--- src/rtl/convIfPkg.sv ---
package convIfPkg;
  typedef enum logic {PH_ACQ = 1'b0, PH_CONV = 1'b1} phase_e;

  // strobes from control to datapath
  typedef struct packed {
    logic capture; // sample the input and start
    logic unacq;   // started without full acquisition
    logic commit;  // conversion finished, move held value to result
    logic abort;   // conversion abandoned
    logic dataOk;  // bus may show the stored result
  } strobe_t;
endpackage

--- src/rtl/convIfCtrl.sv ---
module convIfCtrl
  import convIfPkg::*;
#(
  parameter int CONV_CYC  = 16,
  parameter int ACQ_CYC   = 8,
  parameter int MIN_PULSE = 4,
  parameter int VALID_WIN = 5
) (
  input  logic    clk,
  input  logic    rstN,
  input  logic    selectN,
  input  logic    convRead,
  output logic    ready,
  output logic    outEn,
  output strobe_t strb
);
  localparam int CW = $clog2(CONV_CYC + 1);
  localparam int AW = $clog2(ACQ_CYC + 1);
  localparam int PW = $clog2(MIN_PULSE + 1);

  phase_e        phase;
  logic [CW-1:0] convCnt;
  logic [AW-1:0] acqCnt;
  logic [PW-1:0] lowCnt;
  logic          armed;
  logic          needRelease;
  logic          trig, startNow, done, abortNow;

  always_comb begin
    trig     = !selectN && !convRead;
    startNow = (phase == PH_ACQ) && trig && !needRelease;
    done     = (phase == PH_CONV) && (convCnt == CW'(CONV_CYC - 1));
    abortNow = (phase == PH_CONV) && armed && !convRead &&
               (lowCnt == PW'(MIN_PULSE - 1)) && !done;
  end

  always_ff @(posedge clk or negedge rstN) begin
    if (!rstN) begin
      phase       <= PH_ACQ;
      convCnt     <= '0;
      acqCnt      <= '0;
      lowCnt      <= '0;
      armed       <= 1'b0;
      needRelease <= 1'b0;
    end else begin
      case (phase)
        PH_ACQ: begin
          if (!trig) needRelease <= 1'b0;
          if (acqCnt != AW'(ACQ_CYC)) acqCnt <= acqCnt + AW'(1);
          if (startNow) begin
            phase   <= PH_CONV;
            convCnt <= '0;
            armed   <= 1'b0;
            lowCnt  <= '0;
          end
        end
        default: begin
          if (done) begin
            phase  <= PH_ACQ;
            acqCnt <= '0;
          end else if (abortNow) begin
            phase       <= PH_ACQ;
            acqCnt      <= '0;
            needRelease <= 1'b1;
          end else begin
            convCnt <= convCnt + CW'(1);
            armed   <= armed | convRead;
            lowCnt  <= (armed && !convRead) ? lowCnt + PW'(1) : '0;
          end
        end
      endcase
    end
  end

  always_comb begin
    ready       = (phase == PH_ACQ);
    outEn       = !selectN && convRead;
    strb.capture = startNow;
    strb.unacq   = (acqCnt < AW'(ACQ_CYC));
    strb.commit  = done;
    strb.abort   = abortNow;
    strb.dataOk  = (phase == PH_ACQ) || (int'(convCnt) < VALID_WIN);
  end


  minConv_chk: assert property (@(posedge clk) disable iff (!rstN)
    $fell(ready) |=> !ready);


  abortIdle_chk: assert property (@(posedge clk) disable iff (!rstN)
    strb.abort |=> ready);


  holdOff_chk: assert property (@(posedge clk) disable iff (!rstN)
    (strb.abort && !selectN && !convRead) |=> ready);
endmodule

--- src/rtl/convIfData.sv ---
module convIfData
  import convIfPkg::*;
#(
  parameter int DATA_W = 16,
  parameter int CNT_W  = 8
) (
  input  logic              clk,
  input  logic              rstN,
  input  strobe_t           strb,
  input  logic [DATA_W-1:0] sampleIn,
  input  logic              outEn,
  input  logic              laneSwap,
  output logic [DATA_W-1:0] outBus,
  output logic [DATA_W-1:0] result,
  output logic              invalidRes,
  output logic [CNT_W-1:0]  abortCnt
);
  localparam int LANE_W = DATA_W / 2;

  logic [DATA_W-1:0] held;
  logic              pendInv;
  logic [DATA_W-1:0] word;

  always_ff @(posedge clk or negedge rstN) begin
    if (!rstN) begin
      held       <= '0;
      pendInv    <= 1'b0;
      result     <= '0;
      invalidRes <= 1'b0;
      abortCnt   <= '0;
    end else begin
      if (strb.capture) begin
        held    <= sampleIn;
        pendInv <= strb.unacq;
      end
      if (strb.commit) begin
        result     <= held;
        invalidRes <= pendInv;
      end
      if (strb.abort && (abortCnt != {CNT_W{1'b1}}))
        abortCnt <= abortCnt + CNT_W'(1);
    end
  end

  assign word = strb.dataOk ? result : '0;

  for (genvar g = 0; g < 2; g++) begin : gLane
    always_comb begin
      if (!outEn)
        outBus[g*LANE_W +: LANE_W] = '0;
      else if (laneSwap)
        outBus[g*LANE_W +: LANE_W] = word[(1-g)*LANE_W +: LANE_W];
      else
        outBus[g*LANE_W +: LANE_W] = word[g*LANE_W +: LANE_W];
    end
  end


  resultHold_chk: assert property (@(posedge clk) disable iff (!rstN)
    !strb.commit |=> $stable(result));


  invHold_chk: assert property (@(posedge clk) disable iff (!rstN)
    !strb.commit |=> $stable(invalidRes));
endmodule

--- src/rtl/convIfTop.sv ---
module convIfTop
  import convIfPkg::*;
#(
  parameter int CONV_CYC  = 16,
  parameter int ACQ_CYC   = 8,
  parameter int MIN_PULSE = 4,
  parameter int VALID_WIN = 5,
  parameter int DATA_W    = 16,
  parameter int CNT_W     = 8
) (
  input  logic              clk,
  input  logic              rstN,
  input  logic              selectN,
  input  logic              convRead,
  input  logic              laneSwap,
  input  logic [DATA_W-1:0] sampleIn,
  output logic              ready,
  output logic              outEn,
  output logic [DATA_W-1:0] outBus,
  output logic [DATA_W-1:0] result,
  output logic              invalidRes,
  output logic [CNT_W-1:0]  abortCnt
);
  strobe_t strb;

  convIfCtrl #(
    .CONV_CYC(CONV_CYC), .ACQ_CYC(ACQ_CYC),
    .MIN_PULSE(MIN_PULSE), .VALID_WIN(VALID_WIN)
  ) u_ctrl (
    .clk(clk), .rstN(rstN), .selectN(selectN), .convRead(convRead),
    .ready(ready), .outEn(outEn), .strb(strb)
  );

  convIfData #(.DATA_W(DATA_W), .CNT_W(CNT_W)) u_data (
    .clk(clk), .rstN(rstN), .strb(strb), .sampleIn(sampleIn),
    .outEn(outEn), .laneSwap(laneSwap), .outBus(outBus),
    .result(result), .invalidRes(invalidRes), .abortCnt(abortCnt)
  );


  busQuiet_chk: assert property (@(posedge clk) disable iff (!rstN)
    !outEn |-> (outBus == '0));


  abortOnlyBusy_chk: assert property (@(posedge clk) disable iff (!rstN)
    (abortCnt != $past(abortCnt)) |-> $rose(ready));


  resultAtEnd_chk: assert property (@(posedge clk) disable iff (!rstN)
    (result != $past(result)) |-> $rose(ready));
endmodule

--- config.mk ---
export PLATFORM = sky130hd
export DESIGN_NAME = convIfTop
export DESIGN_NICKNAME = d
export VERILOG_FILES = /design/src/rtl/convIfPkg.sv /design/src/rtl/convIfCtrl.sv /design/src/rtl/convIfData.sv /design/src/rtl/convIfTop.sv
export SDC_FILE = /design/constraint.sdc
export NUM_CORES = 1
export LEC_CHECK = 0
export BUFFER_PORTS_ARGS = -buffer_cell sky130_fd_sc_hd__buf_4
export CAP_MARGIN = 10
export CORE_MARGIN = 4
export CORE_UTILIZATION = 41
export CTS_BUF_LIST = sky130_fd_sc_hd__clkbuf_8 sky130_fd_sc_hd__clkbuf_16
export DETAILED_ROUTE_END_ITERATION = 16
export PLACE_DENSITY = 0.71
export SYNTH_ARGS = -nofsm -noshare
export SYNTH_HDL_FRONTEND = slang
export SYNTH_SLANG_ARGS = --single-unit
--- constraint.sdc ---
create_clock -name clk -period 6.03 [get_ports clk]
set_input_delay 0.9045 -clock clk [delete_from_list [all_inputs] [get_ports clk]]
set_output_delay 0.9045 -clock clk [all_outputs]
set_load 0.01 [all_outputs]
==> results.md, run 1 <==
- Critical path class: reg -> out
- Internal power: between 0.001 and 0.0015 W
- Setup WS pre-CTS: between 3000 and 4000 ps
- Die footprint: 0.007941 mm²
- Core area: 0.006386 mm²
- Die Wd: 89.12 µm
- Final Skew: around 6.9 ps
- TritonCTS buffer count: 9
- Synth top area share: 0.5288
- Placed Cells incl. Taps: between 300 and 400
- Seq pwr share: 0.441
- Antenna Violating Nets Remaining: 0
- HP Class: reg -> reg
- Sw Ratio: 0.3396
- First-pass GRT wire length: 9563 µm
- Routed via count: 2040
- DRT Wirelength: 5703 µm
- Fin crit share: 0.5242
- Max-slew headroom: 0.2765
- Ys flop type: dfrtp_1
- Die H: 89.12 µm
- 1st-pass router iterations: 4
- Syn-to-layout area delta: 27.46%
- Htree depth: 3
- Worst-margin pin slew: 1078 ps
- Final Wtd Congestion: 0.7518
- Part of the power in combinational logic: 0.312
- Synth area leaders: dfrtp_1, nand2_1, mux2_2
- CTS Hold Bufs: 0
- DRT iter0 DRCs: 87
- Inserted Diodes: 0
- Initial Utilization: 0.4224
- Final std cells w/o fill: slightly above 400
- GR Util All Layers: 0.1582
- Crit path max fanout: 16
- Post-CTS setup buffers: 0
- Max-Cap Viols: 0
- GRT overflow: 0
- Post-Syn Area per Cell: just over 10 µm²
- Endpoint class of the critical path: output port
- Largest area contributor in the netlist: dfrtp_1
- Clock sink count: 57
- Setup TNS: 0 ps
- Status: complete, no violations
- Setup WS post-layout: 2869 ps
- Crit path largest cell delay: 860 ps
- Distinct cells, synth: 37
- Clk root buf: clkbuf_8
- Worst-case clock buffer depth: 2
- Final setup violation count: 0
- Cell count after synthesis: 262
- NumNets Final: 356
- RSZ-0062 raised after global routing: false
- Largest net degree at the start of global routing: 58
- Post-cts sizing count: 0
- FMAX: 0.3163 GHz
- Clock insertion delay at the later pin of the skew report: 330 ps
- DP Wirelength: ~4000 µm
- Vias/cell: 4.976
- Post-synth top cells: nand2_1, dfrtp_1, nor2_1
- Sequential cell area fraction in the yosys report: 0.5288
- Vias in the first global route: around 2100
- Fin. max-slew vios: 0
- Critical Path Source Type: flop
- FP Rows: 29
- Critical Path RT: 5130 ps
- Share of cells above drive strength 1: 0.3093
- Crit-path cells: inv_1, o21ai_1, nor2_1, buf_4
- Max VDD drop: 0.2215 mV
- IO Count: 64
- PD cells: 444.8 mW/mm²
- Psw: 0.0005193 W
- Synth warnings: 0
- Antenna violations before repair: 0
- Post-synthesis sequential element count: 57
- Tmin final: about 3200 ps
- WL/cell: 13.91 µm
- Clock Power Share: 0.247
- Most common cell in the synthesized netlist: nand2_1
- CP max stage cell: o21ai_1
- Post-synth EDFFs: 0
- # DRC: 0
- Arr. time, crit path: 2260 ps
- Clk slew on worst S/H paths: 70 ps
- Async SR Flop Fraction: 1.000
- Net Count, Synth: 290
- Mapped Area: 0.002698 mm²
- CTS tree: done
- Leak: 1.773 nW
- Post-layout util: 0.5384
- Port buffer count: 63
- Final hold viol count: 0
cells in the final DEF, fill, tap and decap left out:
master	count
a211oi_1	1
a21o_1	2
a21oi_1	3
a21oi_2	1
a31oi_1	4
a41oi_1	1
and2b_1	1
and3_1	2
and3b_1	1
buf_4	63
bufinv_16	2
clkbuf_8	9
clkinv_2	3
clkinvlp_4	1
dfrtp_1	57
ha_1	7
inv_1	10
mux2_2	20
mux2i_1	17
nand2_1	65
nand2b_1	1
nand3_1	7
nand3b_1	1
nand4_1	2
nor2_1	22
nor2_2	1
nor2b_1	3
nor3_1	4
nor4_2	2
nor4_4	1
o211ai_1	1
o21a_1	2
o21ai_0	5
o21ai_1	3
o22a_1	1
o31ai_1	2
or3_1	1
xnor2_1	2
xor2_1	2
logic make-up after synthesis:
kind of cell | share of synthesized area
AOI/OAI and AO/OA | 0.06168
xor gates and xnor gates | 0.01299
adders and majority gates | 0.03247
buffers and inverters | 0.02690
DFF | 0.5288
muxes | 0.1466
and+or+nand+nor | 0.1906
sequential cells by signal, summed over array words and instances (netlist names):
signal              count
u_data.abortCnt         8
u_ctrl.armed            1
u_ctrl.acqCnt           4
u_data.held            16
u_data.invalidRes       1
u_ctrl.lowCnt           3
u_ctrl.convCnt          5
u_data.result          16
u_ctrl.phase            1
u_ctrl.needRelease      1
u_data.pendInv          1
power groups by stage:
stage / sequential [W] / combinational (W) / clock, W
2_1_floorplan: 0.000667 / 0.000289 / 0
3_3_place_gp: 0.000670 / 0.000468 / 0
3_5_place_dp: 0.000680 / 0.000483 / 0
4_1_cts: 0.000675 / 0.000486 / 0.000388
5_1_grt: 0.000699 / 0.000545 / 0.000407
6_report: 0.000675 / 0.000477 / 0.000378
critical path, delay by kind of cell, from the launching register on:
family                 cells  cell delay, ps
AOI/OAI and AO/OA          1             860
buffers and inverters      2             320
DFF                        1             620
and+or+nand+nor            1             120
path summary, 6_finish.rpt:
kind	startpoint	end	slack (ps)	depth (start not counted)
min in group asynchronous	rstN	u_data.result[7]$_DFFE_PN0P_	620	1
worst max-delay path	u_ctrl.phase$_DFF_PN0_	outBus[7]	2870	4
worst min register to register	u_data.held[0]$_DFFE_PN0P_	u_data.held[0]$_DFFE_PN0P_	470	2
max in group asynchronous	rstN	u_ctrl.acqCnt[0]$_DFFE_PN0P_	4940	1
worst max register to register	u_ctrl.phase$_DFF_PN0_	u_ctrl.lowCnt[2]$_DFFE_PN0P_	3790	4
worst min-delay path	u_data.held[0]$_DFFE_PN0P_	u_data.held[0]$_DFFE_PN0P_	470	2
layout make-up:
type                       instances  area, µm²
fill                             593       2948
sequential                        57       1426
multi-input combinational        188       1199
timing repair buffer              63      473.0
clock buffer                       9      123.9
tap                               77      96.34
clock inverter                     7      86.33
inverter                           9      33.78
metal layers:
metal / wire length, µm / global-route usage / up-vias / part of all wire
li1: - / - / 1020 / -
met1: 2509 / 0.2052 / 953 / 0.44
met2: 2605 / 0.2331 / 59 / 0.46
met3: 489 / 0.05622 / 8 / 0.086
met4: 98 / 0.08119 / 0 / 0.017
met5: 0 / 0 / - / 0
per-stage QoR:
stage                     total power (W)  cell area (µm²)  hold slack (ps)
after global placement           0.001137             3228            454.2
after detailed placement         0.001164             3228            458.4
after floorplan                 0.0009560             2698            441.7
after CTS                        0.001549             3438            475.6
after global routing             0.001652             3438            490.9
final                            0.001529             3438            471.1
Note: power is estimated with default switching activity, not from simulation.
==> run 2, diff against run 1 <==
--- a/config.mk
+++ b/config.mk
@@ -11,7 +11,7 @@
 export CORE_UTILIZATION = 41
 export CTS_BUF_LIST = sky130_fd_sc_hd__clkbuf_8 sky130_fd_sc_hd__clkbuf_16
 export DETAILED_ROUTE_END_ITERATION = 16
-export PLACE_DENSITY = 0.71
+export PLACE_DENSITY = 0.73
 export SYNTH_ARGS = -nofsm -noshare
 export SYNTH_HDL_FRONTEND = slang
 export SYNTH_SLANG_ARGS = --single-unit
==> constraint.sdc (replaced) <==
create_clock -name clk -period 2.6 [get_ports clk]
set_input_delay 0.39 -clock clk [delete_from_list [all_inputs] [get_ports clk]]
set_output_delay 0.39 -clock clk [all_outputs]
set_load 0.01 [all_outputs]
==> results.md, run 2 (synthesis results as in run 1) <==
- Status: complete, no violations
- Worst Setup EP: u_data.abortCnt[7]$_DFFE_PN0P_
- # fillers: 582 (-1.9%)
- Seq pwr share: 0.441 (about the same)
- 1st-pass router iterations: 4 (unchanged)
- Final setup violation count: 0 (unchanged)
- CTS tree: done
- Leading cell type in the layout, fill and taps excluded: buf_4
- Regs by FF count: u_data.held x16, u_data.result x16, u_data.abortCnt x8
- Fin crit share: 0.8169
- CP Depth: 7 (+3)
- Crit path max fanout: 5 (-11)
- Critical Path RT: 2810 ps (-2320 ps)
- R2R Path Start: u_ctrl.convCnt[0]$_DFFE_PN0P_
- CP top delay family: simple AND/OR/NAND/NOR gates
- Critical path class: reg -> reg
- DR top layer: met4
- Max VDD drop: 0.4400 mV (+99%)
- Crit-path most repeated cell: ha_1
- Leak: 1.782 nW (+0.47%)
- Reg2reg end: u_data.abortCnt[7]$_DFFE_PN0P_
- DRT Wirelength: 5726 µm (+0.40%)
- Worst r2r path cells: 7 (+3)
- Routed wl met3: 463 µm (-5.3%)
- Share of cells above drive strength 1: 0.3185 (+0.009143)
- Tmin final: 2124 ps
- CTS Hold Bufs: 0 (unchanged)
- DP Wirelength: 4155 µm (+3.3%)
- Setup TNS: 0 ps (unchanged)
- Port buffer count: 63 (unchanged)
- GRT overflow: 0 (unchanged)
- Vias in the first global route: 1950 (-6.4%)
- Fin. max-slew vios: 0 (unchanged)
- R2R Setup Slk: 480 ps (-3310 ps)
- Worst-case clock buffer depth: 2 (unchanged)
- Crit-path cells: ha_1, and3_1, ha_1, and2b_1, nand2_1, nor3_1, mux2_2
- Die footprint: 0.007941 mm² (unchanged)
- DRT iter0 DRCs: 50 (-43%)
- Syn-to-layout area delta: 28.48%
- WL met2: 2603 µm (about the same)
- Routed via count: 2085 (+2.2%)
- Antenna violations before repair: 0 (unchanged)
- Clock Power Share: 0.243 (-0.004)
- Final hold viol count: 0 (unchanged)
- Antenna Violating Nets Remaining: 0 (unchanged)
- Die H: 89.12 µm (unchanged)
- Part of the power in combinational logic: 0.315 (+0.003)
- FP Rows: 29 (unchanged)
- Critical Path Source Type: flop
- Clk root buf: clkbuf_8
- Post-layout util: 0.5427 (+0.004311)
- Final Wtd Congestion: 0.7939 (+5.6%)
- RSZ-0062 raised after global routing: false
- # DRC: 0 (unchanged)
- Placement Cell Area: 0.003251 mm² (+0.70%)
- Largest net degree at the start of global routing: 58 (unchanged)
- Most frequent cells in the layout: buf_4, nand2_1, dfrtp_1
- GR Util All Layers: 0.1481 (-0.01003)
- HP Class: in -> async
- IO Count: 64 (unchanged)
- Max-Cap Viols: 0 (unchanged)
- Worst-margin pin slew: 782.1 ps (-295.9 ps)
- Post-cts sizing count: 0 (unchanged)
- Die Wd: 89.12 µm (unchanged)
- Max-slew headroom: 0.4773 (+0.2008)
- CP max stage cell: dfrtp_1
- TritonCTS buffer count: 9 (unchanged)
- Internal power: 0.002339 W (+130%)
- Clk slew on worst S/H paths: 70 ps (about the same)
- NumNets Final: 359 (+0.84%)
- Crit path largest cell delay: 410 ps (-450 ps)
- Initial Utilization: 0.4224 (unchanged)
- Core area: 0.006386 mm² (unchanged)
- Endpoint class of the critical path: flop
- PD cells: 1023 mW/mm² (+130%)
- Cell area after layout: 0.003466 mm² (+0.80%)
- Metal-1 WL: 2616 µm (+4.3%)
- Sw Ratio: 0.3403 (+0.0006600)
- WL/cell: 13.86 µm (-0.33%)
- CP startpoint: u_ctrl.convCnt[0]$_DFFE_PN0P_
- Psw: 0.001206 W (+130%)
- CP bufs+invs: 0 (-2)
- FMAX: 0.4708 GHz
- Post-CTS setup buffers: 0 (unchanged)
- Htree depth: 3 (unchanged)
- Final Skew: 7.851 ps (+0.9137 ps)
- Inserted Diodes: 0 (unchanged)
- Clock insertion delay at the later pin of the skew report: 320 ps (about the same)
- Arr. time, crit path: 2330 ps (+70 ps)
- First-pass GRT wire length: 9066 µm (-5.2%)
- Clock sink count: 57 (unchanged)
- Vias/cell: 5.048 (+1.5%)
-- run 2: metrics by stage --
stage | std cells | total power (W) | hold WS (ps) | setup WS [ps]
floorplan | 262 | 0.002217 | 94.41 | 636.0
detailed placement | 397 | 0.002715 | 462.3 | 508.3
finish | 413 | 0.003545 | 123.1 | 476.0
global placement | 397 | 0.002646 | 454.5 | 560.5
CTS | 413 | 0.003596 | 135.7 | 480.4
global route | 413 | 0.003825 | 165.0 | 328.6
-- run 2: power by group through the flow --
stage          logic, W  clock network [W]  registers (W)
2_1_floorplan  0.000671                  0        0.00155
3_3_place_gp    0.00109                  0        0.00156
3_5_place_dp    0.00113                  0        0.00158
4_1_cts         0.00114           0.000890        0.00157
5_1_grt         0.00127           0.000929        0.00162
6_report        0.00112           0.000863        0.00156
-- run 2: layout make-up --
type	count	area, µm²	area share
Clock buffer	12	165.2	0.04765
Clock inverter	4	50.05	0.01444
Inverter	9	33.78	0.009747
Multi-Input combinational cell	188	1199	0.3458
Sequential cell	57	1426	0.4116
Tap cell	77	96.34	0.02780
Timing Repair Buffer	66	495.5	0.1430
-- run 2: worst reg2reg max path, stage by stage (launching register included) --
cell and delay, ps:
dfrtp_1 410, ha_1 220, and3_1 180, ha_1 210
and2b_1 280, nand2_1 140, nor3_1 220, mux2_2 350
-- run 2: how the worst min path moves through the flow --
stage                                           start                      endpoint  slack [ps]
after detailed placement   u_data.held[5]$_DFFE_PN0P_    u_data.held[5]$_DFFE_PN0P_         460
after global routing                             rstN  u_data.result[4]$_DFFE_PN0P_         170
final                                            rstN  u_data.result[4]$_DFFE_PN0P_         120
after global placement    u_data.held[13]$_DFFE_PN0P_   u_data.held[13]$_DFFE_PN0P_         450
after floorplan                                  rstN  u_ctrl.acqCnt[0]$_DFFE_PN0P_          90
after CTS                                        rstN  u_data.result[4]$_DFFE_PN0P_         140
-- run 2: per-layer routing --
metal,GRT usage,vias up
li1,-,1026
met1,0.1976,991
met2,0.2311,63
met3,0.04793,5
met4,0.04465,0
met5,0,-
==> run 3, diff against run 2 <==
--- a/config.mk
+++ b/config.mk
@@ -5,13 +5,14 @@
 export SDC_FILE = /design/constraint.sdc
 export NUM_CORES = 1
 export LEC_CHECK = 0
+export ABC_AREA = 1
 export BUFFER_PORTS_ARGS = -buffer_cell sky130_fd_sc_hd__buf_4
 export CAP_MARGIN = 10
 export CORE_MARGIN = 4
 export CORE_UTILIZATION = 41
 export CTS_BUF_LIST = sky130_fd_sc_hd__clkbuf_8 sky130_fd_sc_hd__clkbuf_16
 export DETAILED_ROUTE_END_ITERATION = 16
-export PLACE_DENSITY = 0.73
+export PLACE_DENSITY = 0.7
 export SYNTH_ARGS = -nofsm -noshare
 export SYNTH_HDL_FRONTEND = slang
 export SYNTH_SLANG_ARGS = --single-unit
==> constraint.sdc (replaced) <==
create_clock -name clk -period 2.12 [get_ports clk]
set_input_delay 0.318 -clock clk [delete_from_list [all_inputs] [get_ports clk]]
set_output_delay 0.318 -clock clk [all_outputs]
set_load 0.01 [all_outputs]
==> results.md, run 3 <==
- Clk root buf: clkbuf_8
- Simple-gate share of the synthesized area: 0.2444 (+0.05378)
- Placed Cells incl. Taps: 498 (+25%)
- Initial Utilization: 0.4256 (+0.003227)
- Mapped Area: 0.002908 mm² (+7.8%)
- Core area: 0.006832 mm² (+7.0%)
- Post-Syn Area per Cell: 8.380 µm² (-19%)
- CP top delay family: simple AND/OR/NAND/NOR gates
- Distinct cells, synth: 27 (-27%)
- Met3 usage: 0.03281 (-0.01511)
- Global-route track usage on met2: 0.2506 (+0.01953)
- Gr busiest metal: met2
- Synth top area share: 0.4905 (-0.03822)
- GR Util All Layers: 0.1604 (+0.01229)
- Worst-case clock buffer depth: 2 (unchanged)
- DP Wirelength: 4787 µm (+15%)
- Syn-to-layout area delta: 26.03%
- Synth Area in XOR/XNOR: 0.02711 (+0.01412)
- Die Wd: 92.22 µm (+3.5%)
- Crit-path cells: nor2_2, nand3_4, nand2_4, nand2_1, nand2_1, nand2_1, nor2_1, buf_4
- Leak: 2.015 nW (+13%)
- Crit-path most repeated cell: nand2_1
- Crit path max fanout: 6 (+1)
- First-pass GRT wire length: 10650 µm (+18%)
- DRT iter0 DRCs: 156 (+210%)
- Grt met1 use: 0.2106 (+0.01291)
- Vias/cell: 4.865 (-3.6%)
- Port buffer count: 63 (unchanged)
- GRT overflow: 0 (unchanged)
- # DRC: 0 (unchanged)
- CTS tree: done
- Max VDD drop: 0.4508 mV (+2.5%)
- Share of cells above drive strength 1: 0.2662 (-0.05227)
- HP Class: in -> async
- Largest net degree at the start of global routing: 58 (unchanged)
- Clock sink count: 57 (unchanged)
- Die footprint: 0.008504 mm² (+7.1%)
- Async SR Flop Fraction: 1.000 (unchanged)
- Largest area contributor in the netlist: dfrtp_1
- Compound-Gate Fraction of Synth Area: 0.08003 (+0.01835)
- FP Rows: 30 (+3.4%)
- Mux cell area share after synthesis: 0.05422 (-0.09235)
- Final hold viol count: 0 (unchanged)
- Adder-cell share of the synthesized area: 0.03012 (-0.002347)
- Sequential cell area fraction in the yosys report: 0.4905 (-0.03822)
- DRT Wirelength: 6740 µm (+18%)
- TritonCTS buffer count: 9 (unchanged)
- Max-Cap Viols: 0 (unchanged)
- WL/cell: 13.14 µm (-5.2%)
- Max-slew headroom: 0.5154 (+0.03808)
- Status: complete, no violations
- Htree depth: 3 (unchanged)
- Antenna violations before repair: 0 (unchanged)
- Post-synth top cells: nand2_1, dfrtp_1, inv_1
- Vias in the first global route: 2245 (+15%)
- Final std cells w/o fill: 513 (+24%)
- Antenna Violating Nets Remaining: 0 (unchanged)
- Final setup violation count: 0 (unchanged)
- CTS Hold Bufs: 0 (unchanged)
- Regs by FF count: u_data.held x16, u_data.result x16, u_data.abortCnt x8
- Die H: 92.22 µm (+3.5%)
- Most common cell in the synthesized netlist: nand2_1
- 1st-pass router iterations: 5 (+1)
- Routed via count: 2496 (+20%)
- Inserted Diodes: 0 (unchanged)
- Crit path largest cell delay: 410 ps (about the same)
- PD cells: 1111 mW/mm² (+8.6%)
- Arr. time, crit path: 1640 ps (-690 ps)
- Endpoint class of the critical path: output port
- Post-synth EDFFs: 0 (unchanged)
- IO Count: 64 (unchanged)
- Critical path class: reg -> out
- Most frequent cells in the layout: nand2_1, buf_4, dfrtp_1
- Critical Path RT: 1800 ps (-1010 ps)
- Final Skew: 7.988 ps (+0.1373 ps)
- Synth area leaders: dfrtp_1, nand2_1, mux2_2
- Ys flop type: dfrtp_1
- Tmin final: 1958 ps
- FMAX: roughly 0.51 GHz
- Setup TNS: 0 ps (unchanged)
- Critical Path Source Type: flop
- Largest family of logic cells by synthesized area: simple AND/OR/NAND/NOR gates
- Post-CTS setup buffers: 0 (unchanged)
- Net Count, Synth: 375 (+29%)
- Leading cell type in the layout, fill and taps excluded: nand2_1
- Synth warnings: 0 (unchanged)
- Post-synthesis sequential element count: 57 (unchanged)
- Clock insertion delay at the later pin of the skew report: 320 ps (about the same)
- CP max stage cell: dfrtp_1
- Fin. max-slew vios: 0 (unchanged)
- Fin crit share: 0.9234
- Worst-margin pin slew: 726.9 ps (-55.23 ps)
- CP bufs+invs: 1 (+1)
- Final Wtd Congestion: 0.8321 (+4.8%)
- RSZ-0062 raised after global routing: false
- NumNets Final: 443 (+23%)
- Clk slew on worst S/H paths: 60 ps (about the same)
- Cell count after synthesis: 347 (+32%)
run 3: changes by cell type in the layout (fill, tap and decap cells not counted), sizes merged, moves of 9 or more:
| cell | delta |
|---|---|
| a21oi | +16 |
| inv | +27 |
| mux2i | -17 |
| nand2 | +46 |
| nand3 | +9 |
| nor2 | +9 |
| o21ai | +17 |
run 3: area by class of cell:
cell class                      instances  area (µm²)
Clock buffer                           10       137.6
Fill cell                             657        3167
Clock inverter                          3       12.51
Timing Repair Buffer                   69       530.5
Sequential cell                        57        1426
Tap cell                               96       120.1
Inverter                               36       137.6
Multi-Input combinational cell        242        1300
run 3: kinds of logic (layout without fill, tap and decap cells):
logic type,Yosys count,after routing
and+or+nand+nor,164,166
adders and majority gates,7,7
AOI/OAI and AO/OA,46,46
xor gates and xnor gates,9,9
DFF,57,57
muxes,14,14
buffers and inverters,50,118
run 3: path summary, 6_finish.rpt:
kind,slack (ps),to,cells past startpoint,startpoint
max,160,outBus[7],8,u_ctrl.convCnt[3]$_DFFE_PN0P_
min,50,u_data.abortCnt[7]$_DFFE_PN0P_,1,rstN
min reg2reg,490,u_data.held[3]$_DFFE_PN0P_,2,u_data.held[3]$_DFFE_PN0P_
min in group clk,230,u_data.held[14]$_DFFE_PN0P_,3,sampleIn[14]
max in group asynchronous,1590,u_data.held[11]$_DFFE_PN0P_,1,rstN
max reg2reg,280,u_ctrl.convCnt[0]$_DFFE_PN0P_,8,u_ctrl.convCnt[0]$_DFFE_PN0P_
run 3: worst reg2reg max path, cell delays in order (launching register included):
cell	delay, ps
dfrtp_1	430
ha_1	250
and3_1	190
ha_1	190
nand2_2	130
nand3_1	170
buf_4	210
nand3_1	80
o21ai_1	80
run 3: repair_timing:
action | 4_1_cts | 5_1_grt
pin swaps | 0 | 1
cloned | 0 | 2
endpoints found under the setup margin | 1 | 10
hold endpoints to repair | 0 | 0
resized for setup | 1 | 3
run 3: power by group:
| part | switching (W) | internal (W) |
|---|---|---|
| Sequential | 0.000306 | 0.00146 |
| Combinational | 0.000850 | 0.000653 |
| Clock | 0.000381 | 0.000425 |
| Total | 0.00154 | 0.00253 |
run 3: layer usage:
layer,vias to the layer above,share of wire
li1,1241,-
met2,73,0.48
met5,-,0
met3,8,0.065
met4,0,0.014
met1,1174,0.44
run 3: stage by stage:
stage                     total power, W  utilization  setup slack [ps]  instance area, µm²  hold slack (ps)
after floorplan                 0.002654            -             393.5                2908            22.41
after global placement          0.003124       0.5097             344.4                3482            423.0
after detailed placement        0.003180       0.5097             271.7                3482            425.2
after CTS                       0.004029       0.5324             88.07                3637            71.93
after global routing            0.004381       0.5364             14.42                3665            102.1
final                           0.004071       0.5364             162.4                3665            51.50
